===== src/rtl/chreg_pkg.sv =====
package chreg_pkg;

    localparam int ADDR_W  = 9;
    localparam int DATA_W  = 32;
    localparam int IDX_W   = 5;
    localparam int IEN_W   = 5;
    localparam int TXACT_W = 4;
    localparam int RXACT_W = 2;
    localparam int RXSZ_W  = 8;

    // scalar region: addr[8:4] == 0, low nibble selects the word
    localparam logic [3:0] REG_CFG    = 4'h0;
    localparam logic [3:0] REG_IEN    = 4'h1;
    localparam logic [3:0] REG_ERR    = 4'h2;
    localparam logic [3:0] REG_TXSET  = 4'h8;
    localparam logic [3:0] REG_TXRST  = 4'h9;
    localparam logic [3:0] REG_TXEOB  = 4'hA;
    localparam logic [3:0] REG_TXDERR = 4'hB;
    localparam logic [3:0] REG_RXSET  = 4'hC;
    localparam logic [3:0] REG_RXRST  = 4'hD;
    localparam logic [3:0] REG_RXEOB  = 4'hE;
    localparam logic [3:0] REG_RXDERR = 4'hF;

    // banked windows: addr[8:5] picks the window, addr[4:0] the channel
    localparam logic [3:0] WIN_TXPTR  = 4'hD;
    localparam logic [3:0] WIN_RXPTR  = 4'hE;
    localparam logic [3:0] WIN_RXSIZE = 4'hF;

    localparam logic [DATA_W-1:0] CFG_RESET = 32'h0007_C000;
    localparam logic [DATA_W-1:0] CFG_KEEP  = 32'h00FF_C087;
    localparam int                SOFT_BIT  = 31;

    typedef enum logic {
        BUS_IDLE = 1'b0,
        BUS_RESP = 1'b1
    } bus_state_e;

endpackage


===== src/rtl/chreg_status_bank.sv =====
module chreg_status_bank #(
    parameter int W = 4
) (
    input  logic         clk,
    input  logic         rst_n,
    input  logic         soft_clr,
    input  logic         clr_we,
    input  logic [W-1:0] clr_bits,
    input  logic [W-1:0] set_bits,
    output logic [W-1:0] q
);

    logic [W-1:0] clr_mask;

    always_comb begin
        clr_mask = clr_we ? clr_bits : '0;
    end

    // soft reset beats engine sets; engine sets beat software clears
    always_ff @(posedge clk or negedge rst_n) begin
        if (!rst_n) begin
            q <= '0;
        end else if (soft_clr) begin
            q <= '0;
        end else begin
            q <= (q & ~clr_mask) | set_bits;
        end
    end

endmodule


===== src/rtl/chreg_window.sv =====
module chreg_window #(
    parameter int N      = 4,
    parameter int KEEP_W = 32,
    parameter int IDX_W  = 5,
    parameter int DATA_W = 32
) (
    input  logic              clk,
    input  logic              we,
    input  logic [IDX_W-1:0]  idx,
    input  logic [DATA_W-1:0] wdata,
    output logic [DATA_W-1:0] rd_val
);

    logic [KEEP_W-1:0] slot [N];

    // no reset: contents survive hard and soft reset
    always_ff @(posedge clk) begin
        for (int c = 0; c < N; c++) begin
            if (we && idx == IDX_W'(c)) begin
                slot[c] <= wdata[KEEP_W-1:0];
            end
        end
    end

    always_comb begin
        rd_val = '0;
        for (int c = 0; c < N; c++) begin
            if (idx == IDX_W'(c)) begin
                rd_val = DATA_W'(slot[c]);
            end
        end
    end

endmodule


===== src/rtl/chreg_bus_fsm.sv =====
module chreg_bus_fsm #(
    parameter int DATA_W = 32
) (
    input  logic              clk,
    input  logic              rst_n,
    input  logic              rd_en,
    input  logic [DATA_W-1:0] rd_val,
    output logic [DATA_W-1:0] rdata,
    output logic              rvalid
);

    import chreg_pkg::*;

    bus_state_e state_q, state_d;

    always_comb begin
        state_d = state_q;
        unique case (state_q)
            BUS_IDLE: state_d = rd_en ? BUS_RESP : BUS_IDLE;
            BUS_RESP: state_d = rd_en ? BUS_RESP : BUS_IDLE;
            default:  state_d = BUS_IDLE;
        endcase
    end

    always_ff @(posedge clk or negedge rst_n) begin
        if (!rst_n) begin
            state_q <= BUS_IDLE;
        end else begin
            state_q <= state_d;
        end
    end

    always_ff @(posedge clk or negedge rst_n) begin
        if (!rst_n) begin
            rdata <= '0;
        end else if (rd_en) begin
            rdata <= rd_val;
        end
    end

    always_comb begin
        rvalid = (state_q == BUS_RESP);
    end

endmodule


===== src/rtl/dma_chan_regfile.sv =====
module dma_chan_regfile #(
    parameter int TX_CH = 4,
    parameter int RX_CH = 2
) (
    input  logic                        clk,
    input  logic                        rst_n,
    input  logic                        wr_en,
    input  logic                        rd_en,
    input  logic [chreg_pkg::ADDR_W-1:0] addr,
    input  logic [chreg_pkg::DATA_W-1:0] wdata,
    output logic [chreg_pkg::DATA_W-1:0] rdata,
    output logic                        rvalid,
    input  logic [chreg_pkg::DATA_W-1:0] err_set,
    input  logic [TX_CH-1:0]            tx_eob_set,
    input  logic [TX_CH-1:0]            tx_derr_set,
    input  logic [RX_CH-1:0]            rx_eob_set,
    input  logic [RX_CH-1:0]            rx_derr_set
);

    import chreg_pkg::*;

    logic [3:0]        win_sel;
    logic [3:0]        reg_sel;
    logic [IDX_W-1:0]  ch_idx;
    logic              scal_hit;
    logic              soft_rst;

    logic [DATA_W-1:0]  cfg_q;
    logic [IEN_W-1:0]   ien_q;
    logic [TXACT_W-1:0] tx_set_q, tx_rst_q;
    logic [RXACT_W-1:0] rx_set_q, rx_rst_q;
    logic [DATA_W-1:0]  err_q;
    logic [TX_CH-1:0]   tx_eob_q, tx_derr_q;
    logic [RX_CH-1:0]   rx_eob_q, rx_derr_q;
    logic [DATA_W-1:0]  txp_rd, rxp_rd, rxsz_rd, rd_val;

    assign win_sel  = addr[8:5];
    assign reg_sel  = addr[3:0];
    assign ch_idx   = addr[IDX_W-1:0];
    assign scal_hit = (addr[8:4] == 5'd0);
    assign soft_rst = wr_en && scal_hit && (reg_sel == REG_CFG) && wdata[SOFT_BIT];

    function automatic logic wr_hit(input logic [3:0] sel);
        return wr_en && scal_hit && (reg_sel == sel);
    endfunction

    // configuration word
    always_ff @(posedge clk or negedge rst_n) begin
        if (!rst_n) begin
            cfg_q <= CFG_RESET;
        end else if (wr_hit(REG_CFG)) begin
            cfg_q <= wdata & CFG_KEEP;
        end
    end

    // enable and channel-active words
    always_ff @(posedge clk or negedge rst_n) begin
        if (!rst_n) begin
            ien_q    <= '0;
            tx_set_q <= '0;
            tx_rst_q <= '0;
            rx_set_q <= '0;
            rx_rst_q <= '0;
        end else if (soft_rst) begin
            ien_q    <= '0;
            tx_set_q <= '0;
            tx_rst_q <= '0;
            rx_set_q <= '0;
            rx_rst_q <= '0;
        end else begin
            if (wr_hit(REG_IEN))   ien_q    <= wdata[IEN_W-1:0];
            if (wr_hit(REG_TXSET)) tx_set_q <= wdata[DATA_W-1 -: TXACT_W];
            if (wr_hit(REG_TXRST)) tx_rst_q <= wdata[DATA_W-1 -: TXACT_W];
            if (wr_hit(REG_RXSET)) rx_set_q <= wdata[DATA_W-1 -: RXACT_W];
            if (wr_hit(REG_RXRST)) rx_rst_q <= wdata[DATA_W-1 -: RXACT_W];
        end
    end

    // write-one-to-clear status words
    chreg_status_bank #(.W(DATA_W)) u_err (
        .clk(clk), .rst_n(rst_n), .soft_clr(soft_rst),
        .clr_we(wr_hit(REG_ERR)), .clr_bits(wdata),
        .set_bits(err_set), .q(err_q));

    chreg_status_bank #(.W(TX_CH)) u_tx_eob (
        .clk(clk), .rst_n(rst_n), .soft_clr(soft_rst),
        .clr_we(wr_hit(REG_TXEOB)), .clr_bits(wdata[TX_CH-1:0]),
        .set_bits(tx_eob_set), .q(tx_eob_q));

    chreg_status_bank #(.W(TX_CH)) u_tx_derr (
        .clk(clk), .rst_n(rst_n), .soft_clr(soft_rst),
        .clr_we(wr_hit(REG_TXDERR)), .clr_bits(wdata[TX_CH-1:0]),
        .set_bits(tx_derr_set), .q(tx_derr_q));

    chreg_status_bank #(.W(RX_CH)) u_rx_eob (
        .clk(clk), .rst_n(rst_n), .soft_clr(soft_rst),
        .clr_we(wr_hit(REG_RXEOB)), .clr_bits(wdata[RX_CH-1:0]),
        .set_bits(rx_eob_set), .q(rx_eob_q));

    chreg_status_bank #(.W(RX_CH)) u_rx_derr (
        .clk(clk), .rst_n(rst_n), .soft_clr(soft_rst),
        .clr_we(wr_hit(REG_RXDERR)), .clr_bits(wdata[RX_CH-1:0]),
        .set_bits(rx_derr_set), .q(rx_derr_q));

    // per-channel windows
    chreg_window #(.N(TX_CH), .KEEP_W(DATA_W), .IDX_W(IDX_W), .DATA_W(DATA_W)) u_txptr (
        .clk(clk), .we(wr_en && win_sel == WIN_TXPTR), .idx(ch_idx),
        .wdata(wdata), .rd_val(txp_rd));

    chreg_window #(.N(RX_CH), .KEEP_W(DATA_W), .IDX_W(IDX_W), .DATA_W(DATA_W)) u_rxptr (
        .clk(clk), .we(wr_en && win_sel == WIN_RXPTR), .idx(ch_idx),
        .wdata(wdata), .rd_val(rxp_rd));

    chreg_window #(.N(RX_CH), .KEEP_W(RXSZ_W), .IDX_W(IDX_W), .DATA_W(DATA_W)) u_rxsize (
        .clk(clk), .we(wr_en && win_sel == WIN_RXSIZE), .idx(ch_idx),
        .wdata(wdata), .rd_val(rxsz_rd));

    // read selection
    always_comb begin
        rd_val = '0;
        if (win_sel == WIN_TXPTR) begin
            rd_val = txp_rd;
        end else if (win_sel == WIN_RXPTR) begin
            rd_val = rxp_rd;
        end else if (win_sel == WIN_RXSIZE) begin
            rd_val = rxsz_rd;
        end else if (scal_hit) begin
            case (reg_sel)
                REG_CFG:    rd_val = cfg_q;
                REG_IEN:    rd_val = DATA_W'(ien_q);
                REG_ERR:    rd_val = err_q;
                REG_TXSET:  rd_val = {tx_set_q, {(DATA_W-TXACT_W){1'b0}}};
                REG_TXRST:  rd_val = {tx_rst_q, {(DATA_W-TXACT_W){1'b0}}};
                REG_TXEOB:  rd_val = DATA_W'(tx_eob_q);
                REG_TXDERR: rd_val = DATA_W'(tx_derr_q);
                REG_RXSET:  rd_val = {rx_set_q, {(DATA_W-RXACT_W){1'b0}}};
                REG_RXRST:  rd_val = {rx_rst_q, {(DATA_W-RXACT_W){1'b0}}};
                REG_RXEOB:  rd_val = DATA_W'(rx_eob_q);
                REG_RXDERR: rd_val = DATA_W'(rx_derr_q);
                default:    rd_val = '0;
            endcase
        end
    end

    chreg_bus_fsm #(.DATA_W(DATA_W)) u_bus (
        .clk(clk), .rst_n(rst_n), .rd_en(rd_en), .rd_val(rd_val),
        .rdata(rdata), .rvalid(rvalid));

endmodule


===== config.mk =====
export PLATFORM = sky130hd
export DESIGN_NAME = dma_chan_regfile
export DESIGN_NICKNAME = d
export VERILOG_FILES = /design/src/rtl/chreg_pkg.sv /design/src/rtl/chreg_status_bank.sv /design/src/rtl/chreg_window.sv /design/src/rtl/chreg_bus_fsm.sv /design/src/rtl/dma_chan_regfile.sv
export SDC_FILE = /design/constraint.sdc
export NUM_CORES = 1
export LEC_CHECK = 0
export BUFFER_PORTS_ARGS = -buffer_cell sky130_fd_sc_hd__buf_2
export CAP_MARGIN = 20
export CORE_MARGIN = 2
export CORE_UTILIZATION = 25
export DETAILED_ROUTE_END_ITERATION = 10
export PLACE_DENSITY = 0.47
export SLEW_MARGIN = 0
export SYNTH_ARGS = -nofsm -noshare
export SYNTH_HDL_FRONTEND = slang
export SYNTH_SLANG_ARGS = --single-unit

===== constraint.sdc =====
create_clock -name clk -period 3.8 [get_ports clk]
set_clock_uncertainty 0.2 [all_clocks]
set_input_delay 0.57 -clock clk [delete_from_list [all_inputs] [get_ports clk]]
set_output_delay 0.57 -clock clk [all_outputs]
set_load 0.005 [all_outputs]

Word-level counts from Yosys, hierarchy flattened
Memories as Yosys holds them, arrays and structs flattened.
Index checks and enable logic that the tools add are counted.
- bitwise gates (word level): 15
- reduce and logical (&&, ||, !) cells: 37
- multiplexer cells: 65
- equality and inequality tests: 16
- operator list (cell ; count):
    $mux W32 ; 16
    $pmux W32 S11 ; 1
    $reduce_or A32 Y1 ; 4
    $eq A4 B4 Y1 const B ; 11
    $and A32 B32 Y32 ; 1
    $mux W4 ; 8
    $not A32 Y32 ; 1
    $or A32 B32 Y32 ; 1
    $logic_and A1 B1 Y1 ; 24
    $mux W1 ; 24
    $mux W8 ; 3
    $mux W2 ; 11
    $eq A5 B2 Y1 const B ; 2
    $logic_not A5 Y1 ; 2
    $mux W5 ; 2
    $reduce_bool A2 Y1 ; 5
    $and A4 B4 Y4 ; 2
    $not A4 Y4 ; 2
    $or A4 B4 Y4 ; 2
    $reduce_or A8 Y1 ; 1
    $eq A5 B1 Y1 const B ; 1
    $and A2 B2 Y2 ; 2
    $eq A4 B1 Y1 const B ; 1
    $eq A4 B2 Y1 const B ; 1
    3 further kinds ; 5
- word-level logic and storage cells: 149
- memories kept: 3
- memory bits (writable): 208
- input bits: 89
- flip-flop bits (word level): 108
- memory list (name ; depth ; bits a word ; read ports ; clocked after Yosys merged registers in ; wr ports ; line ; RTL):
    u_txptr.slot ; 4 ; 32 ; 4 ; 0 ; 1 ; chreg_window.sv:14 ; logic [KEEP_W-1:0] slot [N];
    u_rxptr.slot ; 2 ; 32 ; 2 ; 0 ; 1 ; chreg_window.sv:14 ;
    u_rxsize.slot ; 2 ; 8 ; 2 ; 0 ; 1 ; chreg_window.sv:14 ;

Longest topological paths before layout
Gate-level depths: netlist of run 1.
- depth in word-level cells: 9
- mapped depth: 9
- gate-level depth less buffers: 5

Modules after synthesis
From an unflattened synthesis of run 1, not the netlist that was laid out.
- cell total of the unflattened synthesis: 1028
- area, all modules: 14254.9 µm²
- modules (own cells, without submodules) (module ; area an instance (µm²) ; sequential area each (µm²) ; times used ; cells each):
    chreg_window (u_txptr) ; 4863.4 ; 3843.7 ; 1 ; 247
    dma_chan_regfile ; 2851.5 ; 782.0 ; 1 ; 327
    chreg_window (u_rxptr) ; 2458.6 ; 1921.8 ; 1 ; 140
    chreg_bus_fsm ; 1370.1 ; 825.8 ; 1 ; 69
    chreg_status_bank (u_err) ; 1370.1 ; 800.8 ; 1 ; 134
    chreg_window (u_rxsize) ; 820.8 ; 480.5 ; 1 ; 63
    chreg_status_bank (u_tx_derr ...) ; 165.2 ; 100.1 ; 2 ; 16
    chreg_status_bank (u_rx_derr ...) ; 95.1 ; 50.0 ; 2 ; 8

Worst setup path after synthesis of run 1
Ideal clock, no wire load.
- path kind: input port to flip-flop
- from: input addr[1] (netlist bit)
- to: memory u_rxptr.slot[0][0] (enable)
- library setup time: 0.461 ns
- data required time: 3.139 ns
- stages: 6
- path buffers: 3
- setup slack: -0.691 ns
- arrival time: 3.830 ns
- path through: buf_2 > buf_2 > nor2_1 > clkbuf_1 > nand2_1 > nor3_1
- longest elaborated chain between the ends: 6
- elaborated cells on any way between the ends: 11
- RTL lines (what ; line ; RTL):
    from (decl) ; dma_chan_regfile.sv:9 ; input logic [chreg_pkg::ADDR_W-1:0] addr,
    $eq A5 B1 Y1 ; chreg_window.sv:19 ; if (we && idx == IDX_W'(c)) begin
    $logic_and A1 B1 Y1 ; chreg_window.sv:19 ;
    $mux W1 ; chreg_window.sv:19 ;
    $mux W1 (implied by the code) ; chreg_window.sv:20 ; slot[c] <= wdata[KEEP_W-1:0];
    $reduce_or A32 Y1 (no line) ; n/a ;
    $mux W1 (no line) ; n/a ;
    to (decl) ; chreg_window.sv:14 ;
Several ways; a longest one is shown, not always the timed one.

Worst setup path after layout of run 1
- from: input addr[1] (netlist bit)
- to: register cfg_q[20]
- longest elaborated chain between the ends: 2
- RTL lines (what ; line ; RTL):
    $logic_not A4 Y1 ; dma_chan_regfile.sv:44 ; return wr_en && scal_hit && (reg_sel == sel);
    $logic_and A1 B1 Y1 ; dma_chan_regfile.sv:44 ;
    to (signal assigned) ; dma_chan_regfile.sv:52 ; cfg_q <= wdata & CFG_KEEP;
    to (decl) ; dma_chan_regfile.sv:28 ; logic [DATA_W-1:0] cfg_q;
No other way between the ends.
A chain may end at the register's enable or synchronous reset.

==> out/qor.yml, run 1 <==
routed_wl_mm: 40.4
yosysTopAreaCell: "edfxtp_1"
antenna_found_initial: 3
synthAdderAreaFrac_pct: 0
yosys-mux-area-fraction_pct: 6.62
setup_ws_ns: 1.31
min_from: "err_set[22]"
finalSetupViolations: 0
wire_per_inst_um: 22.5
cts.sinks: 316
die_y_um: 233
start_kind: "input port"
maxCapViolCount: 0
clk_latency_ns: 0.55
grt_max_degree: 65
status: "complete, no violations"
root_buffer: "clkbuf_16"
cp_data_required_time_ns: 4.02
setup_tns_ns: 0
synth_edf_count: 208
area_growth_pct: 22.0
start_util_pct: 25.4
place.gp.congestion: 0.751
drt_iter0_drc: 585
layout-drive-gt1-share_pct: 25.4
period_share_pct: 65.6
max_clock_freq_mhz: 401
std_cell_rows: 83
hold_class: "input port to register"
synth_compound_area_share_pct: 12.9
synthFlopType: "edfxtp_1"
die_area_mm2: 0.0541
syn-num-nets: 1038
hold_violations: 0
cp_slowest_cell: "nor4_2"
synth_top_area_share_pct: 47.8
vias: 8757
leakagePower_nw: 5.72
rsz0062_at_grt: "false"
synth-simple-area-share_pct: 9.22
timing.final.crit_period_ns: 2.49
dr.pass1.iters: 4
cts_buffer_depth: 3
cp_cell_sequence: "buf_2, buf_4, nor4_2, nand2_4, mux2_4"
yosys.area_share.xor_xnor_pct: 0
core_mm2: 0.0515
async_flop_share_pct: 34.2
num_antenna_cells: 0
grt_overflow: 0
synthTopCellsByArea: "edfxtp_1 48%, dfrtp_1 20%, a21oi_1 3.0%"
crit_fanout: 17
fillCellCount: 5235
synthesis.area_mm2: 0.0131
pin_count: 122
yosys_warnings: 0
die_w_um: 233
ys_seq_elements: 316
synth_top_family_by_area: "compound AO/OA/AOI/OAI gates"
grt_pass1_wl_mm: 60.4
relSlewSlack_pct: 35.5
avgSynthCellArea_um2: 13.8
r2r_cells: 5
vias_per_cell: 4.89
cp.arrival_ns: 2.71
worstSetupPathType: "input port to register"
final_core_util_pct: 31.0
hold_path_depth: 3
hold_end: "u_err.q[22]"
gr-usage-all-layers_pct: 15.1
r2r_start: "u_tx_eob.q[1]"
dp_slack_ns: 0.764
ys_seq_area_share_pct: 68.5
layout.nets: 1172
port_buffers: 121
clk_pin_slew_worst_paths_ns: 0.06
r2r_setup_slack_ns: 2.08
power.density_mw_per_mm2: 486
grt_pass1_vias: 8966
slowest_delay_ns: 0.80
drtAntennaViolNets: 0
ir_worst_vdd_mv: 0.204
drv_slew: 0
tightest_slew_ns: 0.968
ys_types: 61
cp-end-kind: "register"
syn_inst: 949
tritoncts: "built"
dpl.hpwl_mm: 25.0
rr_endpoint: "u_bus.rdata[1]"
htreeDepth: 2
drcViolationCount: 0
numCtsBuffers: 37
## final cells by class
type | instances | area, um^2 | share of cell area [%]
Tap cell | 680 | 851 | 5.33
Multi-Input combinational cell | 556 | 3830 | 24.0
Clock buffer | 50 | 1030 | 6.43
Clock inverter | 18 | 218 | 1.36
Timing Repair Buffer | 167 | 1060 | 6.62
Inverter | 5 | 18.8 | 0.118
Sequential cell | 316 | 8950 | 56.1
## layout by cell type, fill, tap and decap left out, types with 6 or more instances in the layout
cell type and n:
nand3_1 29, buf_12 8, o2bb2ai_1 8, clkbuf_1 9, mux2i_1 31, a221o_1 11
nand2_1 70, a31oi_1 16, mux4_2 9, a21oi_1 79, clkbuf_16 38, o221ai_1 8
a221oi_1 24, buf_2 120, a22o_1 29, a32oi_1 6, dfrtp_1 103, nor2_1 85
edfxtp_1 208, mux2_4 10, mux2_2 18, buf_4 38, a22oi_1 22, o21ai_0 17
## cell families after synthesis
logic type	Yosys count
compound gates	241
buf+inv	77
simple gates	247
flops	316
mux	68
## per-stage QoR
stage | std cells | total power, mW | area [um^2] | hold WS [ns]
final | 1792 | 7.76 | 16000 | 0.0303
after global routing | 1792 | 8.05 | 16000 | 0.0210
after CTS | 1792 | 7.86 | 16000 | 0.000448
after detailed placement | 1723 | 4.21 | 14700 | 0.286
after global placement | 1723 | 4.21 | 14700 | 0.286
after floorplan | 949 | 3.97 | 13100 | 0.0744
## how the worst max path moves through the flow
stage | start | end | slack (ns) | cells after the start
final | addr[1] | cfg_q[20] | 1.31 | 5
after global routing | addr[1] | cfg_q[20] | 1.23 | 5
after CTS | addr[4] | cfg_q[20] | 1.34 | 5
after detailed placement | addr[4] | cfg_q[22] | 0.76 | 5
after global placement | addr[1] | cfg_q[23] | 0.77 | 5
after floorplan | addr[1] | u_txptr.slot[0][0] | 0.21 | 6
## per-layer routing
layer | up-vias | wire length, um | global-route usage [%]
met2 | 236 | 18900 | 24.4
met5 | - | 20 | 0
li1 | 3949 | - | -
met1 | 4507 | 18700 | 20.9
met3 | 61 | 1870 | 2.66
met4 | 4 | 867 | 4.26
## synthesized netlist by cell type (all sizes together) (9+ instances only)
cell and n:
a21oi 79, a221o 11, a221oi 24, a22o 29, a22oi 22, a31oi 16
buf 31, clkbuf 41, dfrtp 103, edfxtp 208, mux2 28, mux2i 31
mux4 9, nand2 71, nand3 29, nor2 87, nor3 11, o21ai 17
## sequential cells by signal, summed over array words and instances, names as in the netlist
register       count
u_rx_derr.q        2
u_rxsize.slot     16
u_bus.rdata       32
u_rx_eob.q         2
u_txptr.slot     128
u_tx_eob.q         4
tx_set_q           4
ien_q              5
u_bus.rvalid       1
u_err.q           32
rx_set_q           2
tx_rst_q           4
u_tx_derr.q        4
rx_rst_q           2
cfg_q             14
u_rxptr.slot      64
## worst max-delay path, delay by kind of cell
family                 cells  cell delay (ns)
and+or+nand+nor            2             1.21
muxes                      1             0.41
buffers and inverters      2             0.50
## repair_timing
action | 4_1_cts | 5_1_grt
hold endpoints to repair | 42 | 0
setup buffers | 0 | 0
gates resized for setup | 0 | 0
hold buffers | 1 | 0
## power by group
group          switching (mW)  leakage (nW)  total, mW  internal [mW]
Clock                    1.44         0.609       3.62           2.18
Sequential             0.0232          3.10       3.73           3.71
Combinational           0.265          2.01      0.406          0.141
Total                    1.72          5.72       7.76           6.03
(Power assumes the default switching activity.)
==> inputs of run 2 (changes only) <==
==> constraint.sdc (replaced) <==
create_clock -name clk -period 2.3 [get_ports clk]
set_clock_uncertainty 0.2 [all_clocks]
set_input_delay 0.345 -clock clk [delete_from_list [all_inputs] [get_ports clk]]
set_output_delay 0.345 -clock clk [all_outputs]
set_load 0.005 [all_outputs]
==> run 2 against run 1 <==
- clock power grew 48%
- global-route usage shrank 0.30 points
- sequential power grew 65%
- design area grew 7.3%
- flip-flop and latch count is the same
- first-iteration DRC count grew 8.2%
- wire length shrank 0.74%
- non-clock buffer count grew 127
- worst setup slack lost 1.2 ns
- highest routed layer unchanged
==> out/qor.yml, run 2 (same netlist as run 1, synthesis figures left out) <==
largest_reg_flops: 128  # unchanged
final_area_mm2: 0.0171  # +7.3%
num_antenna_cells: 0  # unchanged
comb_power_share_pct: 6.8  # +1.6 points
clk_pin_slew_worst_paths_ns: 0.06  # about the same
finalNonFillerCells: 1914  # +6.8%
vias: 9068  # +3.6%
hold_class: "input port to register"
routed_wl_mm: 40.1  # -0.74%
path_buf_inv: 3  # +1
antenna_found_initial: 2  # -1
timing.final.crit_period_ns: 2.16
final_core_util_pct: 33.3  # +2.3 points
p_int_mw: 9.58  # +59%
cp_data_required_time_ns: 2.51  # -1.51 ns
leakagePower_nw: 6.29  # +10%
clock_power_share_pct: 43.3  # -3.4 points
status: "complete, no violations"
htreeDepth: 2  # unchanged
layout_commonest_cell: "edfxtp_1"
cp_top_family: "buffers and inverters"
drcViolationCount: 0  # unchanged
dr.pass1.iters: 7  # +3
rsz0062_at_grt: "false"
cp.arrival_ns: 2.37  # -0.34 ns
die_w_um: 233  # unchanged
core_mm2: 0.0515  # unchanged
tightest_slew_ns: 0.670  # -0.298 ns
gr-usage-all-layers_pct: 14.8  # -0.30 points
port_buffers: 121  # unchanged
die_y_um: 233  # unchanged
clk_latency_ns: 0.54  # about the same
drv_slew: 0  # unchanged
die_area_mm2: 0.0541  # unchanged
cp-end-kind: "register"
finalPower_mw: 12.3  # +59%
mostFrequentLayoutCells: "208 x edfxtp_1, 120 x buf_2, 103 x dfrtp_1"
dp.cells: 1778  # +3.2%
area_growth_pct: 31.0
tritoncts: "built"
period_share_pct: 93.8
cts_repair_resize_count: 0  # unchanged
drt_iter0_drc: 633  # +8.2%
start_util_pct: 25.4  # unchanged
grt_overflow: 0  # unchanged
maxCapViolCount: 0  # unchanged
crit_fanout: 13  # -4
start_kind: "input port"
dpl.hpwl_mm: 26.2  # +4.7%
place_area_mm2: 0.0153  # +4.1%
worstSetupPathType: "input port to register"
cts.sinks: 316  # unchanged
largest_register: "u_txptr.slot"
cp_slowest_cell: "nor2_1"
vias_per_cell: 4.74  # -3.0%
wire_per_inst_um: 20.9  # -7.1%
drtAntennaViolNets: 0  # unchanged
top_regs: "u_txptr.slot (128), u_rxptr.slot (64)"
layout.nets: 1297  # +11%
grt_pass1_vias: 9232  # +3.0%
root_buffer: "clkbuf_16"
cts_buffer_depth: 3  # unchanged
relSlewSlack_pct: 54.7  # +19 points
grt_max_degree: 109  # +68%
grt_pass1_wl_mm: 60.2  # -0.38%
power.density_mw_per_mm2: 720  # +48%
dp_slack_ns: -0.116  # -0.879 ns
std_cell_rows: 83  # unchanged
p_switching_mw: 2.75  # +60%
power_frac_seq_pct: 50.0  # +1.9 points
hold_slack_ns: 0.0388  # +0.00852 ns
slowest_delay_ns: 0.52  # -0.28 ns
max_clock_freq_mhz: 463
setup_tns_ns: 0  # unchanged
layout-drive-gt1-share_pct: 27.1  # +1.6 points
fillCellCount: 5130  # -2.0%
setup_ws_ns: 0.142  # -1.17 ns
hold_violations: 0  # unchanged
numCtsBuffers: 35  # -5.4%
finalSetupViolations: 0  # unchanged
cp_cell_sequence: "dlygate4sd3_1, buf_2, inv_1, nor2_1, o221ai_1, o221a_2"
pin_count: 122  # unchanged
ir_worst_vdd_mv: 0.536  # +160%
place.gp.congestion: 0.741  # -1.3%
p_sw_share_pct: 22.3  # +0.097 points
[run 2: cell count changes in the layout (fill, tap and decap cells not counted), sizes merged]
cell	before	now
clkbuf	50	43
bufinv	4	2
buf	166	221
inv	6	5
clkinv	13	17
clkinvlp	0	1
dlygate4sd3	1	73
[run 2: area by class of cell]
type | instances | area, um^2 | area share, %
timing repair buffer | 294 | 2350 | 13.7
tap | 680 | 851 | 4.97
clock inverter | 20 | 160 | 0.935
sequential | 316 | 8950 | 52.3
multi-input combinational | 556 | 3870 | 22.6
inverter | 5 | 18.8 | 0.110
clock buffer | 43 | 926 | 5.41
[run 2: per-layer routing]
layer	routed length (um)	global-route usage, %	vias to the layer above
met5	23	0	-
met4	577	3.38	4
met3	1700	2.52	43
met2	19300	24.6	191
met1	18500	20.2	4634
li1	-	-	4196
[run 2: path summary, 6_finish.rpt]
kind                                             end  slack, ns  cells after the start      startpoint
worst max-delay path                  u_bus.rdata[7]       0.14                      6           rd_en
worst max register to register        u_bus.rdata[1]       0.57                      5   u_tx_eob.q[1]
worst min register to register        u_bus.rdata[9]       0.29                      1  u_bus.rdata[9]
worst min-delay path            u_rxsize.slot[0][11]       0.04                      1        wdata[3]
min in group asynchronous                u_err.q[30]       0.26                      3           rst_n
max in group asynchronous             u_bus.rdata[8]       1.14                      3           rst_n
[run 2: repair_timing]
item / 4_1_cts / 5_1_grt
endpoints found under the hold margin: 328 / 0
setup buffers: 0 / 0
hold buffers: 73 / 0
[run 2: power by group through the flow]
stage	logic (mW)	clock network [mW]	registers, mW
final	0.834	5.34	6.16
after global routing	0.907	5.69	6.16
after CTS	0.849	5.50	6.16
after detailed placement	0.750	0	6.28
after global placement	0.742	0	6.28
after floorplan	0.311	0	6.27
